`src/rtl/sar_pkg.sv`:
```
package sar_pkg;
  typedef enum logic {
    SRCH_IDLE = 1'b0,
    SRCH_RUN  = 1'b1
  } srch_state_t;
endpackage

```
`src/rtl/sar_seq.sv`:
```
module sar_seq
  import sar_pkg::*;
(
  input  logic clk,
  input  logic rst_n,
  input  logic start_i,
  input  logic last_i,
  output logic load_o,
  output logic step_o,
  output logic done_o
);
  srch_state_t state_q, state_d;
  logic        done_q, done_d;

  assign load_o = (state_q == SRCH_IDLE) && start_i;
  assign step_o = (state_q == SRCH_RUN);
  assign done_o = done_q;

  always_comb begin
    state_d = state_q;
    done_d  = 1'b0;
    if (load_o) begin
      state_d = SRCH_RUN;
    end else if (step_o && last_i) begin
      state_d = SRCH_IDLE;
      done_d  = 1'b1;
    end
  end

  always_ff @(posedge clk or negedge rst_n) begin
    if (!rst_n) begin
      state_q <= SRCH_IDLE;
      done_q  <= 1'b0;
    end else begin
      state_q <= state_d;
      done_q  <= done_d;
    end
  end


  done_pulse_chk: assert property (@(posedge clk) disable iff (!rst_n)
    done_q |=> !done_q);


  busy_start_chk: assert property (@(posedge clk) disable iff (!rst_n)
    (state_q == SRCH_RUN) && !last_i |=> (state_q == SRCH_RUN));
endmodule

```
`src/rtl/sar_ptr.sv`:
```
module sar_ptr #(
  parameter int WIDTH = 8
) (
  input  logic             clk,
  input  logic             rst_n,
  input  logic             load_i,
  input  logic             step_i,
  output logic [WIDTH-1:0] mark_o
);
  localparam logic [WIDTH-1:0] TOP_MARK = {1'b1, {(WIDTH-1){1'b0}}};

  logic [WIDTH-1:0] mark_q, mark_d;
  logic             mark_en;

  assign mark_en = load_i || step_i;
  assign mark_o  = mark_q;

  always_comb begin
    if (load_i) mark_d = TOP_MARK;
    else        mark_d = mark_q >> 1;
  end

  always_ff @(posedge clk or negedge rst_n) begin
    if (!rst_n)       mark_q <= '0;
    else if (mark_en) mark_q <= mark_d;
  end


  mark_onehot_chk: assert property (@(posedge clk) disable iff (!rst_n)
    $onehot0(mark_q));


  mark_shift_chk: assert property (@(posedge clk) disable iff (!rst_n)
    step_i |=> mark_q == ($past(mark_q) >> 1));


  mark_load_chk: assert property (@(posedge clk) disable iff (!rst_n)
    load_i |=> mark_q == TOP_MARK);
endmodule

```
`src/rtl/sar_code.sv`:
```
module sar_code #(
  parameter int WIDTH = 8
) (
  input  logic             clk,
  input  logic             rst_n,
  input  logic             load_i,
  input  logic             step_i,
  input  logic             cmp_hi_i,
  input  logic [WIDTH-1:0] mark_i,
  output logic [WIDTH-1:0] code_o,
  output logic [WIDTH-1:0] result_o
);
  localparam logic [WIDTH-1:0] TOP_MARK = {1'b1, {(WIDTH-1){1'b0}}};

  logic [WIDTH-1:0] code_q, code_d, kept;
  logic [WIDTH-1:0] res_q;
  logic             code_en, res_en;

  assign code_en  = load_i || step_i;
  assign res_en   = step_i && mark_i[0];
  assign code_o   = code_q;
  assign result_o = res_q;

  always_comb begin
    kept = cmp_hi_i ? (code_q & ~mark_i) : code_q;
    if (load_i) code_d = TOP_MARK;
    else        code_d = kept | (mark_i >> 1);
  end

  always_ff @(posedge clk or negedge rst_n) begin
    if (!rst_n)       code_q <= '0;
    else if (code_en) code_q <= code_d;
  end

  always_ff @(posedge clk or negedge rst_n) begin
    if (!rst_n)      res_q <= '0;
    else if (res_en) res_q <= kept;
  end


  trial_clear_chk: assert property (@(posedge clk) disable iff (!rst_n)
    step_i && cmp_hi_i |=> (code_q & $past(mark_i)) == '0);


  trial_keep_chk: assert property (@(posedge clk) disable iff (!rst_n)
    step_i && !cmp_hi_i |=> (code_q & $past(mark_i)) == $past(mark_i));


  next_bit_chk: assert property (@(posedge clk) disable iff (!rst_n)
    step_i && !mark_i[0] |=>
      ((code_q & ($past(mark_i) >> 1)) != '0) &&
      ((code_q & ~(($past(mark_i) << 1) - 1'b1)) ==
       ($past(code_q) & ~(($past(mark_i) << 1) - 1'b1))));


  result_hold_chk: assert property (@(posedge clk) disable iff (!rst_n)
    !(step_i && mark_i[0]) |=> $stable(res_q));
endmodule

```
`src/rtl/sar_ctrl.sv`:
```
module sar_ctrl #(
  parameter int WIDTH = 8
) (
  input  logic             clk,
  input  logic             rst_n,
  input  logic             start_i,
  input  logic             cmp_hi_i,
  output logic [WIDTH-1:0] dac_code_o,
  output logic [WIDTH-1:0] trial_mark_o,
  output logic [WIDTH-1:0] result_o,
  output logic             done_o
);
  logic             load, step;
  logic [WIDTH-1:0] mark;

  sar_seq u_seq (
    .clk     (clk),
    .rst_n   (rst_n),
    .start_i (start_i),
    .last_i  (mark[0]),
    .load_o  (load),
    .step_o  (step),
    .done_o  (done_o)
  );

  sar_ptr #(.WIDTH(WIDTH)) u_ptr (
    .clk    (clk),
    .rst_n  (rst_n),
    .load_i (load),
    .step_i (step),
    .mark_o (mark)
  );

  sar_code #(.WIDTH(WIDTH)) u_code (
    .clk      (clk),
    .rst_n    (rst_n),
    .load_i   (load),
    .step_i   (step),
    .cmp_hi_i (cmp_hi_i),
    .mark_i   (mark),
    .code_o   (dac_code_o),
    .result_o (result_o)
  );

  assign trial_mark_o = mark;


  done_result_chk: assert property (@(posedge clk) disable iff (!rst_n)
    done_o |-> trial_mark_o == '0);
endmodule

```
`config.mk`:
```
export PLATFORM = sky130hd
export DESIGN_NAME = sar_ctrl
export DESIGN_NICKNAME = d
export VERILOG_FILES = /design/src/rtl/sar_pkg.sv /design/src/rtl/sar_seq.sv /design/src/rtl/sar_ptr.sv /design/src/rtl/sar_code.sv /design/src/rtl/sar_ctrl.sv
export SDC_FILE = /design/constraint.sdc
export NUM_CORES = 1
export LEC_CHECK = 0
export ABC_CLOCK_PERIOD_IN_PS = 1100
export BUFFER_PORTS_ARGS = -buffer_cell sky130_fd_sc_hd__buf_2
export CORE_UTILIZATION = 45
export CTS_BUF_LIST = sky130_fd_sc_hd__clkbuf_8
export CTS_CLUSTER_SIZE = 25
export DETAILED_ROUTE_END_ITERATION = 16
export GPL_ROUTABILITY_DRIVEN = 1
export PLACE_DENSITY = 0.73
export SYNTH_ARGS = -nofsm -noshare
export SYNTH_HDL_FRONTEND = slang
export SYNTH_SLANG_ARGS = --single-unit
```
`constraint.sdc`:
```
create_clock -name clk -period 1.1 [get_ports clk]
set_clock_uncertainty 0.1 [all_clocks]
set_input_delay 0.11 -clock clk [delete_from_list [all_inputs] [get_ports clk]]
set_output_delay 0.11 -clock clk [all_outputs]
set_load 0.01 [all_outputs]
```
After elaboration in Yosys (flattened, before gate mapping)
Index checks and enable logic that the tools add are counted.

word-level totals
  bits in read-only memories = 0
  latch bits = 0
  logic and storage cells = 20
  memory bits (writable) = 0
  register bits = 26
  input bits = 4
  memories kept = 0

cells by class
  magnitude comparators = 0
  multiplexer cells = 7
  $mul = 0
  $add $sub $neg = 0
  shift-type cells = 0
  div/mod/pow operators = 0
  equality and inequality tests = 0
  bitwise logic cells = 4
  reductions and logical operators = 4

operator list
  operator                   number
  2-to-1 mux 8 bit           3
  bitwise AND 8 bit          1
  inverter 8 bit             1
  bitwise OR 8 x 7 -> 8 bit  1
  2-to-1 mux 1 bit           4
  logical AND 1 bit          2
  nonzero test 2 bit         1
  logical OR 1 bit           1
  inverter 1 bit             1

Logic depth before layout (Yosys ltp)
Gate-level depths: netlist of run 1.

  word-level depth = 5
  depth in mapped cells = 3
  mapped depth without buffers = 2

Modules after synthesis
A second synthesis of run 1 with hierarchy kept.

second synthesis, totals
  cell total of the unflattened synthesis = 84
  area, all modules = 1168.6 um^2

by module, submodules not included
  module    times used  seq. area each (um^2)  cells each  area each (um^2)
  sar_code  1           400.4                  52          764.5
  sar_ptr   1           200.2                  26          326.6
  sar_seq   1           50.0                   6           77.6

Least setup slack after synthesis of run 1
Ideal clock, no wire load.

  kind = flip-flop to flip-flop
  start = register u_ptr.mark_q[0], in the netlist u_ptr.mark_o[0]
  end = register u_code.res_q[3], in the netlist u_code.result_o[3]
  arrival time = 0.989 ns
  required time = 0.875 ns
  stages on the path, launching flop included = 4
  path slack = -0.113 ns
  path buffers = 1
  period minus slack after synthesis = 1.213 ns
  path through = dfrtp_1 and2_1 buf_6 mux2_2

on the way
  word-level cells in the longest chain between the ends = 1

ends and longest elaborated chain
  item                    RTL line        text
  from (decl)             sar_ptr.sv:12   logic [WIDTH-1:0] mark_q, mark_d;
  from (signal assigned)  sar_ptr.sv:25   else if (mark_en) mark_q <= mark_d;
  logical AND 1 bit       sar_code.sv:20  assign res_en = step_i && mark_i[0];
  net u_code.res_en       sar_code.sv:17  logic code_en, res_en;
  to (signal assigned)    sar_code.sv:37  else if (res_en) res_q <= kept;
  to (decl)               sar_code.sv:16  logic [WIDTH-1:0] res_q;

The timed path passes the listed nets, and every way through them passes these cells.
A chain may end at the register's enable or synchronous reset.

Final worst setup path of run 1
  start = register u_seq.state_q, in the netlist u_seq.step_o
  end = register u_code.res_q[1], in the netlist u_code.result_o[1]

on the way
  word-level cells in the longest chain between the ends = 1

ends and longest elaborated chain
  item                    RTL line        text
  from (decl)             sar_seq.sv:12   srch_state_t state_q, state_d;
  from (signal assigned)  sar_seq.sv:35   state_q <= state_d;
  logical AND 1 bit       sar_code.sv:20

Every way passes these cells.

==> summary.md, run 1 <==
- 48.2% — initial core utilization
- 846 — routed vias
- 51.2 um — Chip Width
- 3.75 mm — global-route wire length before repair
- 34.5% — Sw Share
- true — setup repair after global routing missed its margin
- 450 ps — Max stage delay on crit path
- 0 — total global routing overflow
- 51.2 um — Vert. Die Dim
- 27 — pin count of the biggest net entering global routing
- 260 ps — clock network latency to the later pin of the worst-skew pair
- 100% — Synth async-reset ratio
- flop — Critical Path Source Type
- 2680 nW/um^2 — pwr/cell area
- 0 — remaining antenna violation count
- 6 — crit path max fanout
- 2620 sq um — die outline area
- 17 — num rows
- 0 — DRC Markers
- 28 — IO buf count
- 0 — number of antenna violations at the first check in global routing
- 0 — antenna cell count
- 2250 sq um — floorplan core area
- 4 — iteration count of the initial detailed-routing pass
- 1310 ps — final critical-path required period
- 1.33 mW — switching pwr
- 420 sq um — area of combinational cells with multiple inputs
- 1.43 mm — post-detailed-placement half-perimeter wirelength
- sky130_fd_sc_hd__dfrtp_1 — most used flip-flop cell after synthesis
- flop — endpoint class of the critical path
- 3.86 mW — Final Power
- -2670 ps — final-layout setup total negative slack
- 15.2 um — WL per Instance
- 1090 sq um — post-synthesis cell area
- 8 — drt first-iter violations
- 119% — fin crit share
- in -> reg — worst hold path type
- 132 — fin nets
- 652 sq um — storage element area
- finished with violations — run status
- 80 ps — Clock transition at path regs
- 0.783 nW — Leak
- 26 — synthesized flop and latch total
- 90 — synthesized net count
- 3 — CTS Buf Count
- 1520 uV — VDD IR-drop max
- 12.6 sq um — Synth Area per Inst
- 2.53 mW — internal power
- 59.8% — area share of the largest cell type after synthesis
- sky130_fd_sc_hd__clkbuf_8 — clock tree root driver cell
- yes — TritonCTS clock tree
- 29 — I/O Pins
- 59.8% — fraction of the yosys area taken by sequential cells
- 2 — sum of buffers and inverters on the critical path
- 2 — CTS max path bufs
- 0 — number of max-cap violations
- 0.764 GHz — maximum achievable frequency
- 41.6% — sequential power share
- 5.49 — ratio of routed vias to standard cells
- 45.2% — share of cells above drive strength 1
- 32.7% — Area growth, synth to finish
- buf_6, and2_4, buf_6, a31o_4 — ordered cell list for the critical path
- 0 — number of failing hold endpoints at the final stage
- 798 — via count of the first global-routing pass
- 26 — sinks on the clock net
- sky130_fd_sc_hd__dfrtp_1 — top-count cell post-synth
- sky130_fd_sc_hd__buf_6 — cell repeated most along the worst path
- 19 — setup violation total in the final timing report
- 21 — number of distinct library cells after synthesis
- 0 — EDFF count, synth
- 0 — count of warnings emitted by yosys
- 1360 ps — data arrival time of the critical path
- sky130_fd_sc_hd__dfrtp_2 — Slowest-stage cell, CP
- negative setup slack — violations in the final reports
- flip-flops — cell type group with the largest total delay on the critical path
- 0.702 — RD Place Congestion
- 13.3% — part of the power in the clock network
- 0 — number of slew-limit violations in the final report
- 2.34 mm — Routed Wire Length
- 78.2% — worst relative slew slack
- 45.0% — Gate power share
- sky130_fd_sc_hd__dfrtp_1, sky130_fd_sc_hd__and2_1, sky130_fd_sc_hd__a221o_1, sky130_fd_sc_hd__mux2_2, sky130_fd_sc_hd__a21boi_0 — cell types with the largest area share after synthesis
- 1150 ps — required time at the endpoint of the critical path
- 1 — H-tree depth reported by CTS
- 191 — Fill cells
- -403 ps — worst setup slack after placement
- 327 ps — Tightest Pin Transition
- sky130_fd_sc_hd__dfrtp_1 — most area-hungry cell type in the Yosys netlist
- 19.7% — total global routing track utilization
- sky130_fd_sc_hd__dfrtp_1, sky130_fd_sc_hd__and2_1, sky130_fd_sc_hd__a21boi_0 — most instantiated cells after synthesis
- 86 — Mapped Cells
- -210 ps — final worst-path setup slack
- reg -> reg — path type of the worst setup path
-- what timing repair did --
item,4_1_cts,5_1_grt
hold buffers,1,0
gates resized for setup,10,6
setup endpoints to repair,24,27
endpoints found under the hold margin,26,0
gates cloned,2,0
pin swaps,1,2
buffers inserted,1,5
-- power by group through the flow --
stage	Sequential, mW	Combinational [mW]	Clock (mW)
6_report	1.61	1.74	0.514
5_1_grt	1.66	1.89	0.568
4_1_cts	1.60	1.61	0.530
3_5_place_dp	1.60	1.46	0
3_3_place_gp	1.58	1.43	0
2_1_floorplan	1.76	0.766	0
-- final cells by class --
class / count / share of cell area, %
flip-flops and latches: 26 / 45.2
multi-input cells: 52 / 29.1
repair buffers: 43 / 19.9
inverters: 2 / 0.520
clock buffers: 3 / 2.86
well taps: 28 / 2.43
-- placed cells by master, fill, tap and decap left out, types with 3 or more instances in the layout --
cell type,instances
sky130_fd_sc_hd__a21boi_0,7
sky130_fd_sc_hd__a221o_1,6
sky130_fd_sc_hd__and2_1,8
sky130_fd_sc_hd__a21o_1,6
sky130_fd_sc_hd__dfrtp_1,25
sky130_fd_sc_hd__buf_2,28
sky130_fd_sc_hd__and2_4,3
sky130_fd_sc_hd__buf_4,8
sky130_fd_sc_hd__mux2_2,4
sky130_fd_sc_hd__clkbuf_8,3
sky130_fd_sc_hd__nand2_1,4
sky130_fd_sc_hd__buf_6,5
-- stage by stage --
| stage | hold slack [ps] | std cells | area, sq um | util [%] |
|---|---|---|---|---|
| 6_report | 141 | 154 | 1440 | 64.0 |
| 5_1_grt | 140 | 154 | 1440 | 64.0 |
| 4_1_cts | 117 | 149 | 1380 | 61.0 |
| 3_5_place_dp | 25.2 | 142 | 1270 | 56.2 |
| 3_3_place_gp | 12.4 | 142 | 1270 | 56.2 |
| 2_1_floorplan | -286 | 86 | 1090 | - |
-- routing by layer --
| metal | global-route usage (%) | vias up | wire, um |
|---|---|---|---|
| met5 | 0 | - | 0 |
| li1 | - | 393 | - |
| met2 | 32.9 | 25 | 1190 |
| met4 | 6.94 | 0 | 12 |
| met3 | 1.79 | 2 | 84 |
| met1 | 26.5 | 426 | 1060 |
-- tightest hold or removal path, delay by kind of cell --
kind | cells | cell delay [ps]
buffers and inverters | 2 | 230
AOI/OAI and AO/OA | 1 | 130
-- worst paths after layout --
| path | startpoint | endpoint | slack, ps | cells past startpoint |
|---|---|---|---|---|
| hold / removal | start_i | u_code.code_o[7] | 140 | 3 |
| setup reg to reg | u_seq.step_o | u_code.result_o[1] | -210 | 4 |
| min in group asynchronous | rst_n | u_code.result_o[1] | 290 | 3 |
| hold reg to reg | u_code.result_o[7] | u_code.result_o[7] | 410 | 1 |
| setup / recovery | u_seq.step_o | u_code.result_o[1] | -210 | 4 |
| max in group asynchronous | rst_n | u_seq.step_o | 350 | 3 |
-- kinds of logic after synthesis --
group	share of synthesized area, %
AOI/OAI and AO/OA	19.6
buffers and inverters	4.83
DFF	59.8
muxes	5.18
and+or+nand+nor	10.6
-- state kept, by name, summed over array words and instances (netlist names) --
signal           count
u_code.result_o      8
u_ptr.mark_o         8
u_seq.done_o         1
u_seq.step_o         1
u_code.code_o        8
No activity file was read; power rests on OpenSTA's default activity.
==> run 2: changes to the inputs <==
- PLACE_DENSITY: 0.73 -> 0.72
- SYNTH_HIERARCHICAL: unset -> 1
==> summary.md, run 2 <==
- finished with violations — run status
- negative setup slack — violations in the final reports
- 1 — H-tree depth reported by CTS, unchanged
- 3 — CTS Buf Count, unchanged
- yes — TritonCTS clock tree
- flop — endpoint class of the critical path
- 61.9% — utilization after layout, -2.1 points
- -160 ps — R2R Setup Slk, +50 ps
- 29 — I/O Pins, unchanged
- sky130_fd_sc_hd__buf_2 — leading cell type in the layout, fill and taps excluded
- 0 — number of failing hold endpoints at the final stage, unchanged
- 1790 uV — VDD IR-drop max, +17%
- 0 — DRC Markers, unchanged
- sky130_fd_sc_hd__dfrtp_1 — most used flip-flop cell after synthesis
- 0 — antenna cell count, unchanged
- 3 — Hold Path Depth, unchanged
- 1260 ps — final critical-path required period, -53.2 ps
- 1160 ps — required time at the endpoint of the critical path, about the same
- 2990 nW/um^2 — pwr/cell area, +12%
- 6 — count of warnings emitted by yosys, +6
- 0 — total global routing overflow, unchanged
- 78.1% — worst relative slew slack, about the same
- 0 — number of slew-limit violations in the final report, unchanged
- 26 — sinks on the clock net, unchanged
- 6 — crit path max fanout, unchanged
- 0 — remaining antenna violation count, unchanged
- sky130_fd_sc_hd__dfrtp_1 — most area-hungry cell type in the Yosys netlist
- sky130_fd_sc_hd__dfrtp_1, sky130_fd_sc_hd__mux2_2, sky130_fd_sc_hd__mux2_4, sky130_fd_sc_hd__mux2i_1, sky130_fd_sc_hd__o21ba_1 — cell types with the largest area share after synthesis
- 132 — fin nets, unchanged
- 1320 ps — data arrival time of the critical path, -40 ps
- u_seq/step_o — FF-to-FF Start
- sky130_fd_sc_hd__dfrtp_1 — top-count cell post-synth
- 0.837 nW — Leak, +6.9%
- 0 — number of antenna violations at the first check in global routing, unchanged
- 30.0% — Area growth, synth to finish
- 18 — num rows, +1
- 2.23 mm — Routed Wire Length, -4.9%
- 55.7% — area share of the largest cell type after synthesis, -4.2 points
- 328 ps — Tightest Pin Transition, +0.863 ps
- 3.77 mm — global-route wire length before repair, +0.56%
- 1170 sq um — post-synthesis cell area, +7.5%
- 55.7% — fraction of the yosys area taken by sequential cells, -4.2 points
- 88 — synthesized net count, -2.2%
- reg -> reg — path type of the worst setup path
- 20 — number of distinct library cells after synthesis, -4.8%
- 2 — CTS max path bufs, unchanged
- 0.680 — RD Place Congestion, -3.1%
- 260 ps — clock network latency to the later pin of the worst-skew pair, about the same
- 5.10 — ratio of routed vias to standard cells, -7.1%
- 14.3 um — WL per Instance, -6.1%
- sky130_fd_sc_hd__dfrtp_1, sky130_fd_sc_hd__mux2_2, sky130_fd_sc_hd__mux2i_1, sky130_fd_sc_hd__nor2_1, sky130_fd_sc_hd__a21boi_0 — most instantiated cells after synthesis
- 1.52 mm — post-detailed-placement half-perimeter wirelength, +5.8%
- 54.0% — share of cells above drive strength 1, +8.7 points
- 4 — iteration count of the initial detailed-routing pass, unchanged
- 0 — EDFF count, synth, unchanged
- u_seq/step_o — Hold Crit Endpoint
- flop — Critical Path Source Type
- 3 — reg2reg path depth, -1
- 814 — via count of the first global-routing pass, +2.0%
- 2450 sq um — floorplan core area, +8.9%
- 26 — synthesized flop and latch total, unchanged
- 13.9 sq um — Synth Area per Inst, +10%
- in -> reg — worst hold path type
- 18.5% — total global routing track utilization, -1.1 points
- 4.54 mW — Final Power, +17%
- sky130_fd_sc_hd__clkbuf_8 — clock tree root driver cell
- 2800 sq um — die outline area, +7.2%
- 148 — Placed Cells, +4.2%
- 796 — routed vias, -5.9%
- 0 — number of max-cap violations, unchanged
- start_i — startpoint of the most critical hold path
- u_code/code_o[3] — worst r2r dst
- sky130_fd_sc_hd__buf_2, sky130_fd_sc_hd__dfrtp_1 — commonest cells after routing, fill and taps aside
- 90 ps — Clock transition at path regs, about the same
- 53.0 um — Chip Width, +3.5%
- 156 — number of standard cells in the layout, taps in and fillers out, +1.3%
- 0.796 GHz — maximum achievable frequency, +4.2%
- 5 — drt first-iter violations, -3
- 20 — setup violation total in the final timing report, +1
- 47.6% — initial core utilization, -0.62 points
- 53.0 um — Vert. Die Dim, +3.5%
- 27 — pin count of the biggest net entering global routing, unchanged
- true — setup repair after global routing missed its margin
- 84 — Mapped Cells, -2.3%
- 100% — Synth async-reset ratio, unchanged
- 28 — IO buf count, unchanged
- -156 ps — final worst-path setup slack, +53.2 ps
- 114% — fin crit share, -4.8 points
## run 2: per-layer routing
| metal | GRT usage [%] | share of wire [%] |
|---|---|---|
| met4 | 4.82 | 0.76 |
| met1 | 23.2 | 47 |
| met2 | 32.9 | 48 |
| met3 | 2.87 | 3.8 |
| met5 | 0 | 0 |
## run 2: worst max-delay path by stage
| stage | endpoint | from | slack [ps] |
|---|---|---|---|
| global placement | u_code/code_o[3] | u_seq/step_o | -180 |
| global route | u_code/code_o[3] | u_seq/step_o | -190 |
| CTS | u_code/result_o[4] | u_seq/step_o | -170 |
| finish | u_code/code_o[3] | u_seq/step_o | -160 |
| floorplan | u_code/code_o[1] | u_seq/step_o | -140 |
| detailed placement | u_code/code_o[3] | u_seq/step_o | -220 |
## run 2: report_power, final
| part | switching, mW | leakage (nW) | internal, mW |
|---|---|---|---|
| logic | 0.944 | 0.499 | 1.38 |
| registers | 0.309 | 0.316 | 1.38 |
| clock network | 0.281 | 0.0216 | 0.245 |
## run 2: what timing repair did
action,4_1_cts,5_1_grt
endpoints found under the hold margin,26,0
setup endpoints to repair,25,27
hold buffers,1,0
resized for setup,8,7
setup buffers,3,2
pin swaps,2,5
## run 2: worst max-delay path, cell delays in order (launching register included)
cell,delay [ps]
sky130_fd_sc_hd__dfrtp_2,440
sky130_fd_sc_hd__buf_6,150
sky130_fd_sc_hd__mux2_4,290
sky130_fd_sc_hd__o21ba_1,170
## run 2: cells by family after synthesis
logic type / Yosys count / synth area share, %
AO/OA/AOI/OAI: 17 / 12.2
buffers and inverters: 5 / 3.32
flip-flops: 26 / 55.7
multiplexers: 22 / 22.3
AND/OR/NAND/NOR: 14 / 6.53
## run 2: metrics by stage
step | hold slack (ps) | instance area [sq um] | setup TNS, ps | setup slack [ps]
6_report | 15.2 | 1520 | -2220 | -156
5_1_grt | 31.8 | 1520 | -3110 | -194
3_3_place_gp | 15.1 | 1390 | -2270 | -184
4_1_cts | 3.52 | 1500 | -2960 | -173
2_1_floorplan | -286 | 1170 | -1850 | -139
3_5_place_dp | 24.6 | 1390 | -2710 | -217
## run 2: final cells by class
| cell class | count | area [sq um] |
|---|---|---|
| tap | 30 | 37.5 |
| clock buffer | 3 | 41.3 |
| sequential | 26 | 654 |
| multi-input combinational | 53 | 494 |
| fill | 208 | 936 |
| timing repair buffer | 43 | 288 |
| inverter | 1 | 3.75 |
==> run 3: changes to the inputs <==
- ABC_CLOCK_PERIOD_IN_PS: 1100 -> 1600
- PLACE_DENSITY: 0.72 -> 0.7
- SYNTH_HIERARCHICAL: 1 -> unset
- clock period: 1.1 -> 1.6 ns (I/O delays scaled with it)
==> summary.md, run 3 (same netlist as run 1, synthesis figures left out) <==
- finished clean — run status
- flop — Critical Path Source Type
- start_i — startpoint of the most critical hold path
- 1.02 mm — met1 wire length, -2.4%
- 0.711 GHz — maximum achievable frequency, -11%
- 2250 sq um — floorplan core area, -8.2%
- 0 — antenna cell count, unchanged
- 260 ps — clock network latency to the later pin of the worst-skew pair, about the same
- 0 — remaining antenna violation count, unchanged
- 1880 nW/um^2 — pwr/cell area, -37%
- 48.2% — initial core utilization, +0.62 points
- 440 ps — Max stage delay on crit path, about the same
- reg -> reg — path type of the worst setup path
- 651 sq um — storage element area, -0.57%
- 17.6% — total global routing track utilization, -0.93 points
- met4 — top routing layer in use
- sky130_fd_sc_hd__buf_2, sky130_fd_sc_hd__dfrtp_1, sky130_fd_sc_hd__and2_1 — commonest cells after routing, fill and taps aside
- 0 — setup violation total in the final timing report, -100%
- 0 — number of antenna violations at the first check in global routing, unchanged
- 28 — IO buf count, unchanged
- 229 — Fill cells, +10%
- 775 — routed vias, -2.6%
- flop — endpoint class of the critical path
- 9 — crit path max fanout, +3
- 5.34 — ratio of routed vias to standard cells, +4.7%
- u_code.result_o[5] — worst r2r dst
- 51.2 um — Vert. Die Dim, -3.4%
- and2_1, mux2_2 — ordered cell list for the critical path
- 26 — sinks on the clock net, unchanged
- 58.2% — utilization after layout, -3.7 points
- 2620 sq um — die outline area, -6.7%
- 1.97 mm — Routed Wire Length, -11%
- 27 — pin count of the biggest net entering global routing, unchanged
- 3 — CTS Buf Count, unchanged
- 4 — iteration count of the initial detailed-routing pass, unchanged
- 1410 ps — final critical-path required period, +151 ps
- 0 — DRC Markers, unchanged
- 0 — number of slew-limit violations in the final report, unchanged
- u_ptr.mark_o[7] — Hold Crit Endpoint
- 3 — Hold Path Depth, unchanged
- 122 — fin nets, -7.6%
- 902 uV — VDD IR-drop max, -50%
- false — setup repair after global routing missed its margin
- 557 ps — Tightest Pin Transition, +229 ps
- 51.2 um — Chip Width, -3.4%
- 5 — drt first-iter violations, unchanged
- 17 — num rows, -1
- 90 ps — Clock transition at path regs, about the same
- sky130_fd_sc_hd__dfrtp_1 — Slowest-stage cell, CP
- 0.720 nW — Leak, -14%
- in -> reg — worst hold path type
- 29 — I/O Pins, unchanged
- 1460 ps — data arrival time of the critical path, +140 ps
- 1 — H-tree depth reported by CTS, unchanged
- 0 — number of max-cap violations, unchanged
- 384 sq um — area of combinational cells with multiple inputs, -22%
- 745 — via count of the first global-routing pass, -8.5%
- 2 — CTS max path bufs, unchanged
- 13.6 um — WL per Instance, -4.7%
- sky130_fd_sc_hd__clkbuf_8 — clock tree root driver cell
- 190 ps — R2R Setup Slk, +350 ps
- 62.9% — worst relative slew slack, -15 points
- 852 um — Routed met2 length, -21%
- 3.40 mm — global-route wire length before repair, -9.9%
- 0 — Resize count post-CTS, -8
- 0 ps — final-layout setup total negative slack, +2220 ps
- 2.47 mW — Final Power, -46%
- 1650 ps — required time at the endpoint of the critical path, +490 ps
- 2 — reg2reg path depth, -1
- 20.7% — Area growth, synth to finish
- u_seq.step_o — FF-to-FF Start
- 0.743 — RD Place Congestion, +9.3%
- 0 — total global routing overflow, unchanged
- 81 um — met3 routed wirelength, -3.6%
- 36.8% — share of cells above drive strength 1, -17 points
- 88.0% — fin crit share, -26 points
- flip-flops — cell type group with the largest total delay on the critical path
- 1 — cts hold-fix bufs, unchanged
- 0 — post-CTS setup buffers, -3
- sky130_fd_sc_hd__buf_2 — leading cell type in the layout, fill and taps excluded
- yes — TritonCTS clock tree
- 0 — number of failing hold endpoints at the final stage, unchanged
- 1.38 mm — post-detailed-placement half-perimeter wirelength, -8.8%
- 0 — sum of buffers and inverters on the critical path, -1
## run 3: layout make-up
type	instances	share of cell area [%]
flip-flops and latches	26	49.6
multi-input cells	52	29.3
repair buffers	33	13.7
clock buffers	4	4.19
well taps	28	2.67
inverters	2	0.572
## run 3: metal layers
metal / track usage [%] / up-vias
li1: - / 367
met4: 5.56 / 0
met2: 26.3 / 18
met5: 0 / -
met3: 2.68 / 2
met1: 26.2 / 388
## run 3: metrics by stage
stage | cell area (sq um) | hold WS (ps) | setup WS (ps) | std cells
after global routing | 1310 | 96.6 | 102 | 145
final | 1310 | 76.5 | 193 | 145
after detailed placement | 1250 | 87.7 | 191 | 140
after CTS | 1310 | 77.7 | 189 | 145
after global placement | 1250 | 83.5 | 250 | 140
after floorplan | 1090 | -236 | 387 | 86
## run 3: power breakdown
part           internal [mW]  leakage (nW)  switching [mW]
combinational          0.499         0.353           0.462
sequential             0.913         0.338           0.187
clock                  0.219        0.0288           0.188
total                   1.63         0.720           0.837
## run 3: worst max-delay path by stage
stage / cells past startpoint / slack (ps) / end / from
after global placement: 2 / 250 / u_code.result_o[5] / u_seq.step_o
after CTS: 2 / 190 / u_code.result_o[5] / u_seq.step_o
after global routing: 2 / 100 / u_code.result_o[5] / u_seq.step_o
after floorplan: 3 / 390 / u_code.result_o[3] / u_ptr.mark_o[0]
final: 2 / 190 / u_code.result_o[5] / u_seq.step_o
after detailed placement: 2 / 190 / u_code.result_o[6] / u_seq.step_o
## run 3: worst min-delay path, cell delays in order
cell	delay, ps
sky130_fd_sc_hd__buf_2	120
sky130_fd_sc_hd__nor2_1	50
sky130_fd_sc_hd__nor2_1	70
